<file path="src/rtl/bre_pkg.sv">
package bre_pkg;
   typedef enum logic [1:0] {
      XK_PWR      = 2'b00,
      XK_READ     = 2'b01,
      XK_PASSBACK = 2'b10,
      XK_RSVD     = 2'b11
   } xact_kind_e;

   typedef enum logic {
      DIR_DOWN = 1'b0,
      DIR_UP   = 1'b1
   } xact_dir_e;

   localparam int ST_PRI_PE  = 0;
   localparam int ST_SEC_PE  = 1;
   localparam int ST_PRI_DPD = 2;
   localparam int ST_SEC_DPD = 3;
   localparam int ST_SSE     = 4;
   localparam int ST_W       = 5;

   typedef struct packed {
      logic vld;
      logic exp_par;
      logic pwr;
      logic pb;
   } chk_stage_t;
endpackage

</file>
<file path="src/rtl/bre_par_check.sv">
module bre_par_check
   import bre_pkg::*;
#(
   parameter int AD_W = 32,
   parameter int BE_W = 4
) (
   input  logic            clk,
   input  logic            rst_n,
   input  logic            en,
   input  logic [1:0]      kind,
   input  logic [AD_W-1:0] ad,
   input  logic [BE_W-1:0] cbe,
   input  logic            par,
   output logic            chk_vld,
   output logic            chk_bad,
   output logic            chk_pwr,
   output logic            chk_pb
);
   chk_stage_t st_q;
   logic       is_pwr, is_pb;

   assign is_pwr = (kind == XK_PWR);
   assign is_pb  = (kind == XK_PASSBACK);

   always_ff @(posedge clk or negedge rst_n) begin
      if (!rst_n) begin
         st_q <= '0;
      end else begin
         st_q.vld     <= en & (is_pwr | is_pb);
         st_q.exp_par <= ^{ad, cbe};
         st_q.pwr     <= en & is_pwr;
         st_q.pb      <= en & is_pb;
      end
   end

   assign chk_vld = st_q.vld;
   assign chk_bad = st_q.vld & (par ^ st_q.exp_par);
   assign chk_pwr = st_q.pwr;
   assign chk_pb  = st_q.pb;


   bad_follows_phase_chk: assert property (@(posedge clk) disable iff (!rst_n)
      chk_bad |-> $past(en));
endmodule

</file>
<file path="src/rtl/bre_mark_fifo.sv">
module bre_mark_fifo #(
   parameter int DEPTH = 8
) (
   input  logic clk,
   input  logic rst_n,
   input  logic push,
   input  logic push_bit,
   input  logic pop,
   output logic head_bit,
   output logic empty
);
   generate
      if (DEPTH == 1) begin : g_single
         logic vld_q, bit_q;
         always_ff @(posedge clk or negedge rst_n) begin
            if (!rst_n) begin
               vld_q <= 1'b0;
               bit_q <= 1'b0;
            end else if (push) begin
               vld_q <= 1'b1;
               bit_q <= push_bit;
            end else if (pop) begin
               vld_q <= 1'b0;
            end
         end
         assign head_bit = bit_q;
         assign empty    = ~vld_q;


         no_overflow_chk: assert property (@(posedge clk) disable iff (!rst_n)
            push |-> (!vld_q || pop));
      end else begin : g_ring
         localparam int AW = $clog2(DEPTH);
         localparam logic [AW:0] FULL_CNT = (AW+1)'(DEPTH);
         logic [DEPTH-1:0] mem_q;
         logic [AW-1:0]    wr_q, rd_q;
         logic [AW:0]      cnt_q;
         logic             do_push, do_pop;

         assign do_pop  = pop & (cnt_q != '0);
         assign do_push = push & ((cnt_q != FULL_CNT) | do_pop);

         always_ff @(posedge clk or negedge rst_n) begin
            if (!rst_n) begin
               mem_q <= '0;
               wr_q  <= '0;
               rd_q  <= '0;
               cnt_q <= '0;
            end else begin
               if (do_push) begin
                  mem_q[wr_q] <= push_bit;
                  wr_q        <= wr_q + 1'b1;
               end
               if (do_pop) rd_q <= rd_q + 1'b1;
               case ({do_push, do_pop})
                  2'b10:   cnt_q <= cnt_q + 1'b1;
                  2'b01:   cnt_q <= cnt_q - 1'b1;
                  default: cnt_q <= cnt_q;
               endcase
            end
         end
         assign head_bit = mem_q[rd_q];
         assign empty    = (cnt_q == '0);


         no_overflow_chk: assert property (@(posedge clk) disable iff (!rst_n)
            push |-> ((cnt_q != FULL_CNT) || pop));
      end
   endgenerate
endmodule

</file>
<file path="src/rtl/bridge_err_report.sv">
module bridge_err_report
   import bre_pkg::*;
#(
   parameter int AD_W      = 32,
   parameter int BE_W      = 4,
   parameter int FWD_DEPTH = 8
) (
   input  logic            clk,
   input  logic            rst_n,
   input  logic            pri_per_en,
   input  logic            sec_per_en,
   input  logic            serr_en,
   input  logic            pwr_serr_dis,
   input  logic            xact_start,
   input  logic            xact_dir,
   input  logic [1:0]      xact_kind,
   input  logic            pri_dvld,
   input  logic [AD_W-1:0] pri_ad,
   input  logic [BE_W-1:0] pri_cbe,
   input  logic            pri_par,
   input  logic            sec_dvld,
   input  logic [AD_W-1:0] sec_ad,
   input  logic [BE_W-1:0] sec_cbe,
   input  logic            sec_par,
   input  logic            pri_tgt_perr,
   input  logic            sec_tgt_perr,
   input  logic            pri_out_dvld,
   input  logic            sec_out_dvld,
   input  logic [4:0]      err_stat_clr,
   output logic            pri_perr_n,
   output logic            sec_perr_n,
   output logic            pri_serr_n,
   output logic            pri_inv_par,
   output logic            sec_inv_par,
   output logic [4:0]      err_stat
);
   localparam int NSIDE = 2;

   generate
      if (AD_W != 8 * BE_W) begin : g_bad_width
         $error("AD_W must be eight times BE_W");
      end
      if (FWD_DEPTH < 1 || (FWD_DEPTH & (FWD_DEPTH - 1)) != 0) begin : g_bad_depth
         $error("FWD_DEPTH must be a power of two");
      end
   endgenerate

   logic            dn, both_per, is_pwr;
   logic [NSIDE-1:0] s_en, s_par, s_out, s_per;
   logic [AD_W-1:0] s_ad [NSIDE];
   logic [BE_W-1:0] s_be [NSIDE];
   logic [NSIDE-1:0] c_vld, c_bad, c_pwr, c_pb;
   logic [NSIDE-1:0] f_head, f_empty, inv, fire;
   logic [NSIDE-1:0] perr_q;
   logic            fwd_flag_q, fwd_now;
   logic            rpt_dn, rpt_up, serr_fire, serr_q;
   logic [ST_W-1:0] st_set, stat_q;

   assign dn       = (xact_dir == DIR_DOWN);
   assign both_per = pri_per_en & sec_per_en;
   assign is_pwr   = (xact_kind == XK_PWR);

   assign s_en[0]  = pri_dvld & dn;
   assign s_en[1]  = sec_dvld & ~dn;
   assign s_par    = {sec_par, pri_par};
   assign s_out    = {sec_out_dvld, pri_out_dvld};
   assign s_per    = {sec_per_en, pri_per_en};
   assign s_ad[0]  = pri_ad;
   assign s_ad[1]  = sec_ad;
   assign s_be[0]  = pri_cbe;
   assign s_be[1]  = sec_cbe;

   generate
      for (genvar g = 0; g < NSIDE; g++) begin : g_side
         localparam int OPP = NSIDE - 1 - g;

         bre_par_check #(.AD_W(AD_W), .BE_W(BE_W)) u_chk (
            .clk     (clk),
            .rst_n   (rst_n),
            .en      (s_en[g]),
            .kind    (xact_kind),
            .ad      (s_ad[g]),
            .cbe     (s_be[g]),
            .par     (s_par[g]),
            .chk_vld (c_vld[g]),
            .chk_bad (c_bad[g]),
            .chk_pwr (c_pwr[g]),
            .chk_pb  (c_pb[g])
         );

         bre_mark_fifo #(.DEPTH(FWD_DEPTH)) u_marks (
            .clk      (clk),
            .rst_n    (rst_n),
            .push     (c_pwr[g]),
            .push_bit (c_bad[g]),
            .pop      (s_out[OPP]),
            .head_bit (f_head[g]),
            .empty    (f_empty[g])
         );

         assign inv[OPP]  = s_out[OPP] & ~f_empty[g] & f_head[g];
         assign fire[g]   = c_vld[g] &
                            (c_bad[g] ? s_per[g] : (c_pb[g] & both_per & ~fwd_flag_q));


         perr_two_cycle_chk: assert property (@(posedge clk) disable iff (!rst_n)
            perr_q[g] |-> $past(s_en[g], 2));
      end
   endgenerate

   assign fwd_now = |(c_pwr & c_bad);

   always_ff @(posedge clk or negedge rst_n) begin
      if (!rst_n)          fwd_flag_q <= 1'b0;
      else if (xact_start) fwd_flag_q <= 1'b0;
      else if (fwd_now)    fwd_flag_q <= 1'b1;
   end

   assign rpt_dn    = sec_tgt_perr & dn & is_pwr;
   assign rpt_up    = pri_tgt_perr & ~dn & is_pwr;
   assign serr_fire = serr_en & both_per & ~(fwd_flag_q | fwd_now) &
                      ((rpt_dn & ~pwr_serr_dis) | rpt_up);

   always_comb begin
      st_set             = '0;
      st_set[ST_PRI_PE]  = c_bad[0];
      st_set[ST_SEC_PE]  = c_bad[1];
      st_set[ST_PRI_DPD] = rpt_up & pri_per_en;
      st_set[ST_SEC_DPD] = rpt_dn & sec_per_en;
      st_set[ST_SSE]     = serr_fire;
   end

   always_ff @(posedge clk or negedge rst_n) begin
      if (!rst_n) begin
         perr_q <= '0;
         serr_q <= 1'b0;
         stat_q <= '0;
      end else begin
         perr_q <= fire;
         serr_q <= serr_fire;
         stat_q <= (stat_q & ~err_stat_clr) | st_set;
      end
   end

   assign pri_perr_n  = ~perr_q[0];
   assign sec_perr_n  = ~perr_q[1];
   assign pri_serr_n  = ~serr_q;
   assign pri_inv_par = inv[0];
   assign sec_inv_par = inv[1];
   assign err_stat    = stat_q;


   serr_needs_enables_chk: assert property (@(posedge clk) disable iff (!rst_n)
      serr_q |-> $past(serr_en && pri_per_en && sec_per_en));

   serr_dn_disable_chk: assert property (@(posedge clk) disable iff (!rst_n)
      (serr_q && $past(xact_dir == DIR_DOWN)) |-> !$past(pwr_serr_dis));

   serr_after_fwd_chk: assert property (@(posedge clk) disable iff (!rst_n)
      serr_q |-> !$past(fwd_flag_q));

   stat_sticky_chk: assert property (@(posedge clk) disable iff (!rst_n)
      ((($past(stat_q) & ~$past(err_stat_clr)) & ~stat_q) == '0));
endmodule

</file>
<file path="config.mk">
export PLATFORM = sky130hd
export DESIGN_NAME = bridge_err_report
export DESIGN_NICKNAME = d
export VERILOG_FILES = /design/src/rtl/bre_pkg.sv /design/src/rtl/bre_par_check.sv /design/src/rtl/bre_mark_fifo.sv /design/src/rtl/bridge_err_report.sv
export SDC_FILE = /design/constraint.sdc
export NUM_CORES = 1
export LEC_CHECK = 0
export ABC_AREA = 0
export BUFFER_PORTS_ARGS = -buffer_cell sky130_fd_sc_hd__clkbuf_2
export CAP_MARGIN = 20
export CORE_ASPECT_RATIO = 0.9
export CORE_UTILIZATION = 40
export DETAILED_ROUTE_END_ITERATION = 8
export PLACE_DENSITY = 0.7
export SYNTH_ARGS = -nofsm -noshare
export SYNTH_HDL_FRONTEND = slang
export SYNTH_SLANG_ARGS = --single-unit
</file>
<file path="constraint.sdc">
create_clock -name clk -period 2.3 [get_ports clk]
set_input_delay 0.345 -clock clk [delete_from_list [all_inputs] [get_ports clk]]
set_output_delay 0.345 -clock clk [all_outputs]
set_load 0.005 [all_outputs]
</file>
==> After elaboration in Yosys (flattened, before gate mapping) <==
Index checks and enable logic that the tools add are counted.
{ "word_totals": {"register_bits": 53, "input_bits": 95, "word_cells": 125} }
{ "classes": {"add_sub_neg": 8, "order_cmp": 6, "eq_ne": 7, "n_mux": 16, "bitwise_logic": 55, "reduce_logical": 13} }
{ "op_table": {"columns": ["cell", "count"], "rows": [
  ["XOR reduction 36 bit", 2],
  ["AND 1 bit", 35],
  ["bitwise mux 8 bit", 2],
  ["less-than comparator 3 x 4 -> 1 bit (second input constant)", 4],
  ["case mux 4 bit (2 select lines)", 2],
  ["adder 3 x 1 -> 3 bit (second input constant)", 4],
  ["inverter 1 bit", 9],
  ["adder 4 x 1 -> 4 bit (second input constant)", 2],
  ["logical NOT 4 bit", 2],
  ["2-to-1 mux 1 bit", 8],
  ["!= test 4 bit (second input constant)", 2],
  ["nonzero test 4 bit", 2],
  ["subtractor 4 x 1 -> 4 bit (second input constant)", 2],
  ["binary-select mux 1 bit (select 3 bit)", 2],
  ["demux 1 bit (select 3 bit)", 2],
  ["== test 2 bit (second input constant)", 3],
  [">= comparator 3 x 1 -> 1 bit (second input constant)", 2],
  ["nonzero test 2 bit", 3],
  ["AND 5 bit", 1],
  ["inverter 5 bit", 1],
  ["OR 1 bit", 5],
  ["OR 5 bit", 1],
  ["== test 2 x 1 -> 1 bit (second input constant)", 2],
  ["AND 2 bit", 1],
  ["4 further kinds", 6]
]} }

==> Longest topological paths before layout <==
{ "depth": {"word_depth": 9, "ltp_mapped": 10, "ltp_nobuf": 10} }

==> Cells and area by module <==
From an unflattened synthesis, not the netlist that was laid out.
{ "unflattened": {"cells_unflattened": 311, "hier_area_um2": 3495.9} }
{ "by_module_without_submodules": {"columns": ["mod", "n_inst", "cells_each", "area_each_um2", "seq_area_each_um2"], "rows": [
  ["bre_mark_fifo (g_side[0].u_marks)", 1, 91, 1094.8, 450.4],
  ["bre_mark_fifo (g_side[1].u_marks)", 1, 90, 1083.5, 450.4],
  ["bre_par_check", 2, 43, 445.4, 100.1],
  ["bridge_err_report", 1, 44, 426.7, 225.2]
]} }

==> Worst setup path before layout <==
OpenSTA, ideal clock, no wires.
{ "synth_path": {"path_kind": "register -> register", "from": "register g_side[1].u_marks.g_ring.cnt_q[1]", "to": "register g_side[1].u_marks.g_ring.cnt_q[2]", "setup_ns": 0.125, "arrival_ns": 2.224, "t_required_ns": 2.175, "slack_ns": -0.049, "stages_incl_launch_ff": 11, "path_buffers": 0, "synth_period_minus_slack_ns": 2.349, "cell_sequence": "dfrtp_1 > or3_1 > o21ai_1 > inv_1 > ha_1 > xor2_1 > ha_1 > a21oi_1 > xor2_1 > nor2_1 > xor2_1"} }
{ "synth_via": {"elab_chain_cells": 6} }
{ "synth_rtl": {"columns": ["element", "line_no", "text"], "rows": [
  ["start: declaration", "bre_mark_fifo.sv:37", "logic [AW:0] cnt_q;"],
  ["start signal: assignment", "bre_mark_fifo.sv:56", "2'b10: cnt_q <= cnt_q + 1'b1;"],
  ["start signal: assignment", "bre_mark_fifo.sv:57", "2'b01: cnt_q <= cnt_q - 1'b1;"],
  ["start signal: assignment", "bre_mark_fifo.sv:58", "default: cnt_q <= cnt_q;"],
  ["nonzero test 4 bit *", "bre_mark_fifo.sv:40", "assign do_pop = pop & (cnt_q != '0);"],
  ["AND 1 bit *", "bre_mark_fifo.sv:40", null],
  ["via g_side[1].u_marks.g_ring.do_pop", "bre_mark_fifo.sv:38", "logic do_push, do_pop;"],
  ["OR 1 bit", "bre_mark_fifo.sv:41", "assign do_push = push & ((cnt_q != FULL_CNT) | do_pop);"],
  ["AND 1 bit", "bre_mark_fifo.sv:41", null],
  ["== test 2 x 1 -> 1 bit or == test 2 bit (tied branches)", "bre_mark_fifo.sv:55", "case ({do_push, do_pop})"],
  ["case mux 4 bit (2 select lines) or nonzero test 2 bit (tied branches)", null, null]
]} }
The timed path passes the listed nets; every way through them passes the cells marked *.
A chain may end at the register's enable or synchronous reset.

==> Final worst setup path <==
{ "layout_path": {"from": "register g_side[0].u_marks.g_ring.cnt_q[0]", "to": "register g_side[0].u_marks.g_ring.cnt_q[3]"} }
{ "layout_via": {"elab_chain_cells": 6} }
{ "layout_rtl": {"columns": ["element", "line_no"], "rows": [
  ["start: declaration", "bre_mark_fifo.sv:37"],
  ["start signal: assignment", "bre_mark_fifo.sv:56"],
  ["start signal: assignment", "bre_mark_fifo.sv:57"],
  ["start signal: assignment", "bre_mark_fifo.sv:58"],
  ["nonzero test 4 bit", "bre_mark_fifo.sv:40"],
  ["AND 1 bit", "bre_mark_fifo.sv:40"],
  ["OR 1 bit", "bre_mark_fifo.sv:41"],
  ["AND 1 bit", "bre_mark_fifo.sv:41"],
  ["== test 2 x 1 -> 1 bit or == test 2 bit (tied branches)", "bre_mark_fifo.sv:55"],
  ["case mux 4 bit (2 select lines) or nonzero test 2 bit (tied branches)", null]
]} }
Several ways; a longest one is shown, not always the timed one.

==> out/metrics.csv <==
stage,metric,value,unit
worst_setup_path,r2r_cells,9,
power,p_clk_share,17.9,%
power,p_leak,1.95,nW
detailed_routing,via_per_inst,4.67,
flow_run,maxCapViolCount,0,
sta,period_needed,2.22,ns
detailed_routing,vias,2333,
yosys,async_reset_ff_share,100,%
power,power_frac_comb,39.3,%
worst_setup_path,cp_cell_sequence,or3_4 -> o21ai_4 -> or2_4 -> inv_1 -> ha_1 -> a21o_1 -> a21oi_2 -> mux2i_1 -> xor2_1,
layout,finalInstanceArea,4000,um^2
worst_setup_path,cp_top_family,simple AND/OR/NAND/NOR gates,
place,dpl_worst_slack,0.0539,ns
worst_setup_path,cp_slowest_stage_delay,0.42,ns
yosys,synthCells,288,
place,gp_congestion,0.757,
clock_tree,cts_sinks,53,
sta,rsz0062_at_grt,true,
detailed_routing,first_pass_iters,4,
worst_setup_path,crit_end,g_side[0].u_marks.g_ring.cnt_q[3],
worst_setup_path,critical_path_class,reg2reg,
power,total_power,3.39,mW
place,io_buffers,104,
yosys,seq_area_frac_synth,41.6,%
worst_setup_path,critPathSlowestCell,or3_4,
sta,finClkSkew,0.00324,ns
clock_tree,ctsHoldBuffers,0,
place,hpwl,4980,um
detailed_routing,wirelength,6140,um
yosys,synth-edff-count,0,
worst_setup_path,cp.depth,9,
power,p_int,2.28,mW
sta,slew_headroom,56.2,%
yosys,ys_ff_latch,53,
clock_tree,cts_buffers,5,
power,power.share.sequential,42.8,%
worst_setup_path,critical_path.max_fanout,4,
floorplanning,dieWidth,96.1,um
detailed_routing,drtIter0Drc,27,
clock_tree,htreeDepth,2,
clock_tree,tritoncts,done,
min_path,hold_path.class,in2async,
power,peakVddDrop,298,uV
floorplanning,die_h,86.7,um
floorplanning,die_area,8340,um^2
yosys,netlist_area,3190,um^2
layout,finalNetCount,509,
worst_setup_path,r2r_start,g_side[0].u_marks.g_ring.cnt_q[0],
floorplanning,row_count,30,
global_routing,grt_usage,15.9,%
global_routing,grt_pass1_vias,2323,
worst_setup_path,r2r_setup_slack,0.08,ns
layout,layout-drive-gt1-share,36.1,%
clock_tree,clockBufferDepth,2,
sta,worstMarginPinSlew,0.658,ns
worst_setup_path,reg2reg_to,g_side[0].u_marks.g_ring.cnt_q[3],
global_routing,antenna_found_initial,0,
global_routing,grt_pass1_wl,10000,um
power,p_switching,1.11,mW
worst_setup_path,cp.arrival,2.45,ns
yosys,syn-mean-instance-area,11.1,um^2
floorplanning,start_util,41.9,%
detailed_routing,drc,0,
run_status,run_status,finished clean,
global_routing,grt_max_degree,54,
yosys,synth_nets,393,
worst_setup_path,crit_start,g_side[0].u_marks.g_ring.cnt_q[0],
floorplanning,coreArea,7620,um^2
clock_tree,path_clk_slew,0.09,ns
worst_setup_path,crit_buf_inv,1,
detailed_routing,drtAntennaViolNets,0,
detailed_routing,wl_per_cell,12.3,um
clock_tree,insertion_delay,0.30,ns
clock_tree,cts_root_buffer,clkbuf_8,
layout,areaGrowthSynthToFinish,25.5,%
global_routing,grt.overflow.total,0,
sta,setup_viol,0,
worst_setup_path,critPathLaunchType,register,
power,swShare,32.8,%
sta,fin_ws,0.0837,ns
yosys,yosysWarnings,0,
worst_setup_path,cp-end-kind,register,
sta,slew_violations,0,
layout,num_antenna_cells,0,
yosys,synth.distinct_cells,41,
sta,finalHoldViolCount,0,
yosys,synthFlopType,dfrtp_1,
sta,fin_crit_sh,96.4,%
power,power_density,847,nW/um^2
sta,max_freq,0.451,GHz
worst_setup_path,critical_path_required,2.54,ns
floorplanning,pin_count,105,
place,placed_cell_area,3840,um^2
routing by layer:
| layer | track usage [%] | up-vias | wire length, um |
|---|---|---|---|
| met2 | 27.7 | 80 | 3040 |
| met1 | 18.1 | 1071 | 2580 |
| met3 | 5.70 | 8 | 436 |
| li1 | - | 1174 | - |
| met5 | 0 | - | 0 |
| met4 | 4.88 | 0 | 92 |
worst min path at each step:
stage                          startpoint                                to  slack (ns)  cells after the start
after floorplan                     rst_n                       err_stat[0]        0.05                      0
after global placement        err_stat[0]                       err_stat[0]        0.46                      1
after detailed placement      err_stat[0]                       err_stat[0]        0.46                      1
after CTS                           rst_n  g_side[0].u_marks.g_ring.rd_q[0]        0.17                      2
after global routing      err_stat_clr[2]                       err_stat[2]        0.19                      2
final                               rst_n  g_side[0].u_marks.g_ring.rd_q[0]        0.14                      2
cell usage in the layout, fill, tap and decap left out, types with 3 or more instances in the layout:
cell type	netlist	final
nor2_1	14	14
nor2b_1	3	3
nor3b_1	6	6
mux2_1	12	12
mux2i_1	4	4
xor2_1	16	16
mux4_2	4	4
mux2_2	7	7
and2_1	4	4
a21o_1	4	4
clkbuf_8	0	5
xnor2_1	68	68
inv_1	14	13
buf_4	2	11
nand3b_1	5	5
nand3_1	3	3
clkbuf_2	0	104
dfrtp_1	53	52
nand2_1	22	22
ha_1	9	8
nor3_1	4	4
nand2b_1	4	4
flip-flops by register name, summed over array words and instances (netlist names):
signal	count
g_side.u_marks.g_ring.mem_q	16
g_side.u_marks.g_ring.cnt_q	8
g_side.u_marks.g_ring.rd_q	6
g_side.u_marks.g_ring.wr_q	6
err_stat	5
g_side.u_chk.chk_pb	2
g_side.u_chk.chk_pwr	2
g_side.u_chk.chk_vld	2
g_side.u_chk.st_q	2
perr_q	2
fwd_flag_q	1
serr_q	1
area by class of cell:
cell class,count,area [um^2]
sequential,53,1330
tap,96,120
timing repair buffer,115,603
inverter,15,56.3
clock buffer,5,68.8
multi-input combinational,214,1790
clock inverter,2,35.0
fill,685,3620
synthesized netlist by cell type (2+ instances only):
cell type	instances	share of area [%]
mux2_2	7	2.5
ha_1	9	3.5
o21ai_1	2	0.31
and2_1	4	0.78
mux4_2	4	2.8
a21o_1	4	0.94
nand3b_1	5	1.2
mux2i_1	4	1.3
nor3b_1	6	1.4
xnor2_1	68	19
nand3_1	3	0.47
nand4_1	2	0.39
buf_4	2	0.47
nand2b_1	4	0.78
nor3_1	4	0.63
nor2_1	14	1.6
clkbuf_1	3	0.35
nand2_1	22	2.6
o21a_1	2	0.47
xnor3_1	2	1.4
dfrtp_1	53	42
mux2_1	12	4.2
inv_1	14	1.6
a31oi_1	2	0.39
nor2b_1	3	0.59
xor2_1	16	4.4
a21oi_1	3	0.47
timing repair:
action / in CTS / in global routing
endpoints found under the setup margin: 0 / 3
buffers inserted: 0 / 5
hold endpoints to repair: 0 / 0
resized for setup: 0 / 7
cells by family (layout without fill, tap and decap cells):
logic type | Yosys count | count (layout) | synth area share (%)
AOI/OAI and AO/OA | 18 | 18 | 4.00
and+or+nand+nor | 73 | 73 | 12.1
muxes | 27 | 27 | 10.8
xor gates and xnor gates | 86 | 86 | 24.5
buffers and inverters | 21 | 137 | 2.94
adders and majority gates | 10 | 10 | 4.16
DFF | 53 | 53 | 41.6
worst reg2reg max path: cells and delay by family, from the launching register on:
kind                       cells  cell delay (ns)
AOI/OAI and AO/OA              3             0.47
xor gates and xnor gates       1             0.15
adders and majority gates      1             0.27
buffers and inverters          1             0.06
DFF                            1             0.41
muxes                          1             0.22
and+or+nand+nor                2             0.58
metrics by stage:
step / cells / utilization (%) / hold WS, ns / TNS (ns)
5_1_grt: 500 / 52.5 / 0.187 / -0.0493
3_5_place_dp: 488 / 50.4 / 0.465 / 0
2_1_floorplan: 288 / - / 0.0494 / 0
3_3_place_gp: 488 / 50.4 / 0.458 / 0
4_1_cts: 495 / 51.8 / 0.171 / 0
6_report: 500 / 52.5 / 0.142 / 0
power groups by stage:
| stage | Sequential, mW | Clock [mW] | Combinational [mW] |
|---|---|---|---|
| finish | 1.45 | 0.607 | 1.33 |
| global route | 1.49 | 0.663 | 1.51 |
| CTS | 1.45 | 0.626 | 1.28 |
| detailed placement | 1.47 | 0 | 1.27 |
| global placement | 1.45 | 0 | 1.24 |
| floorplan | 1.37 | 0 | 1.04 |
No activity file was read; power rests on OpenSTA's default activity.
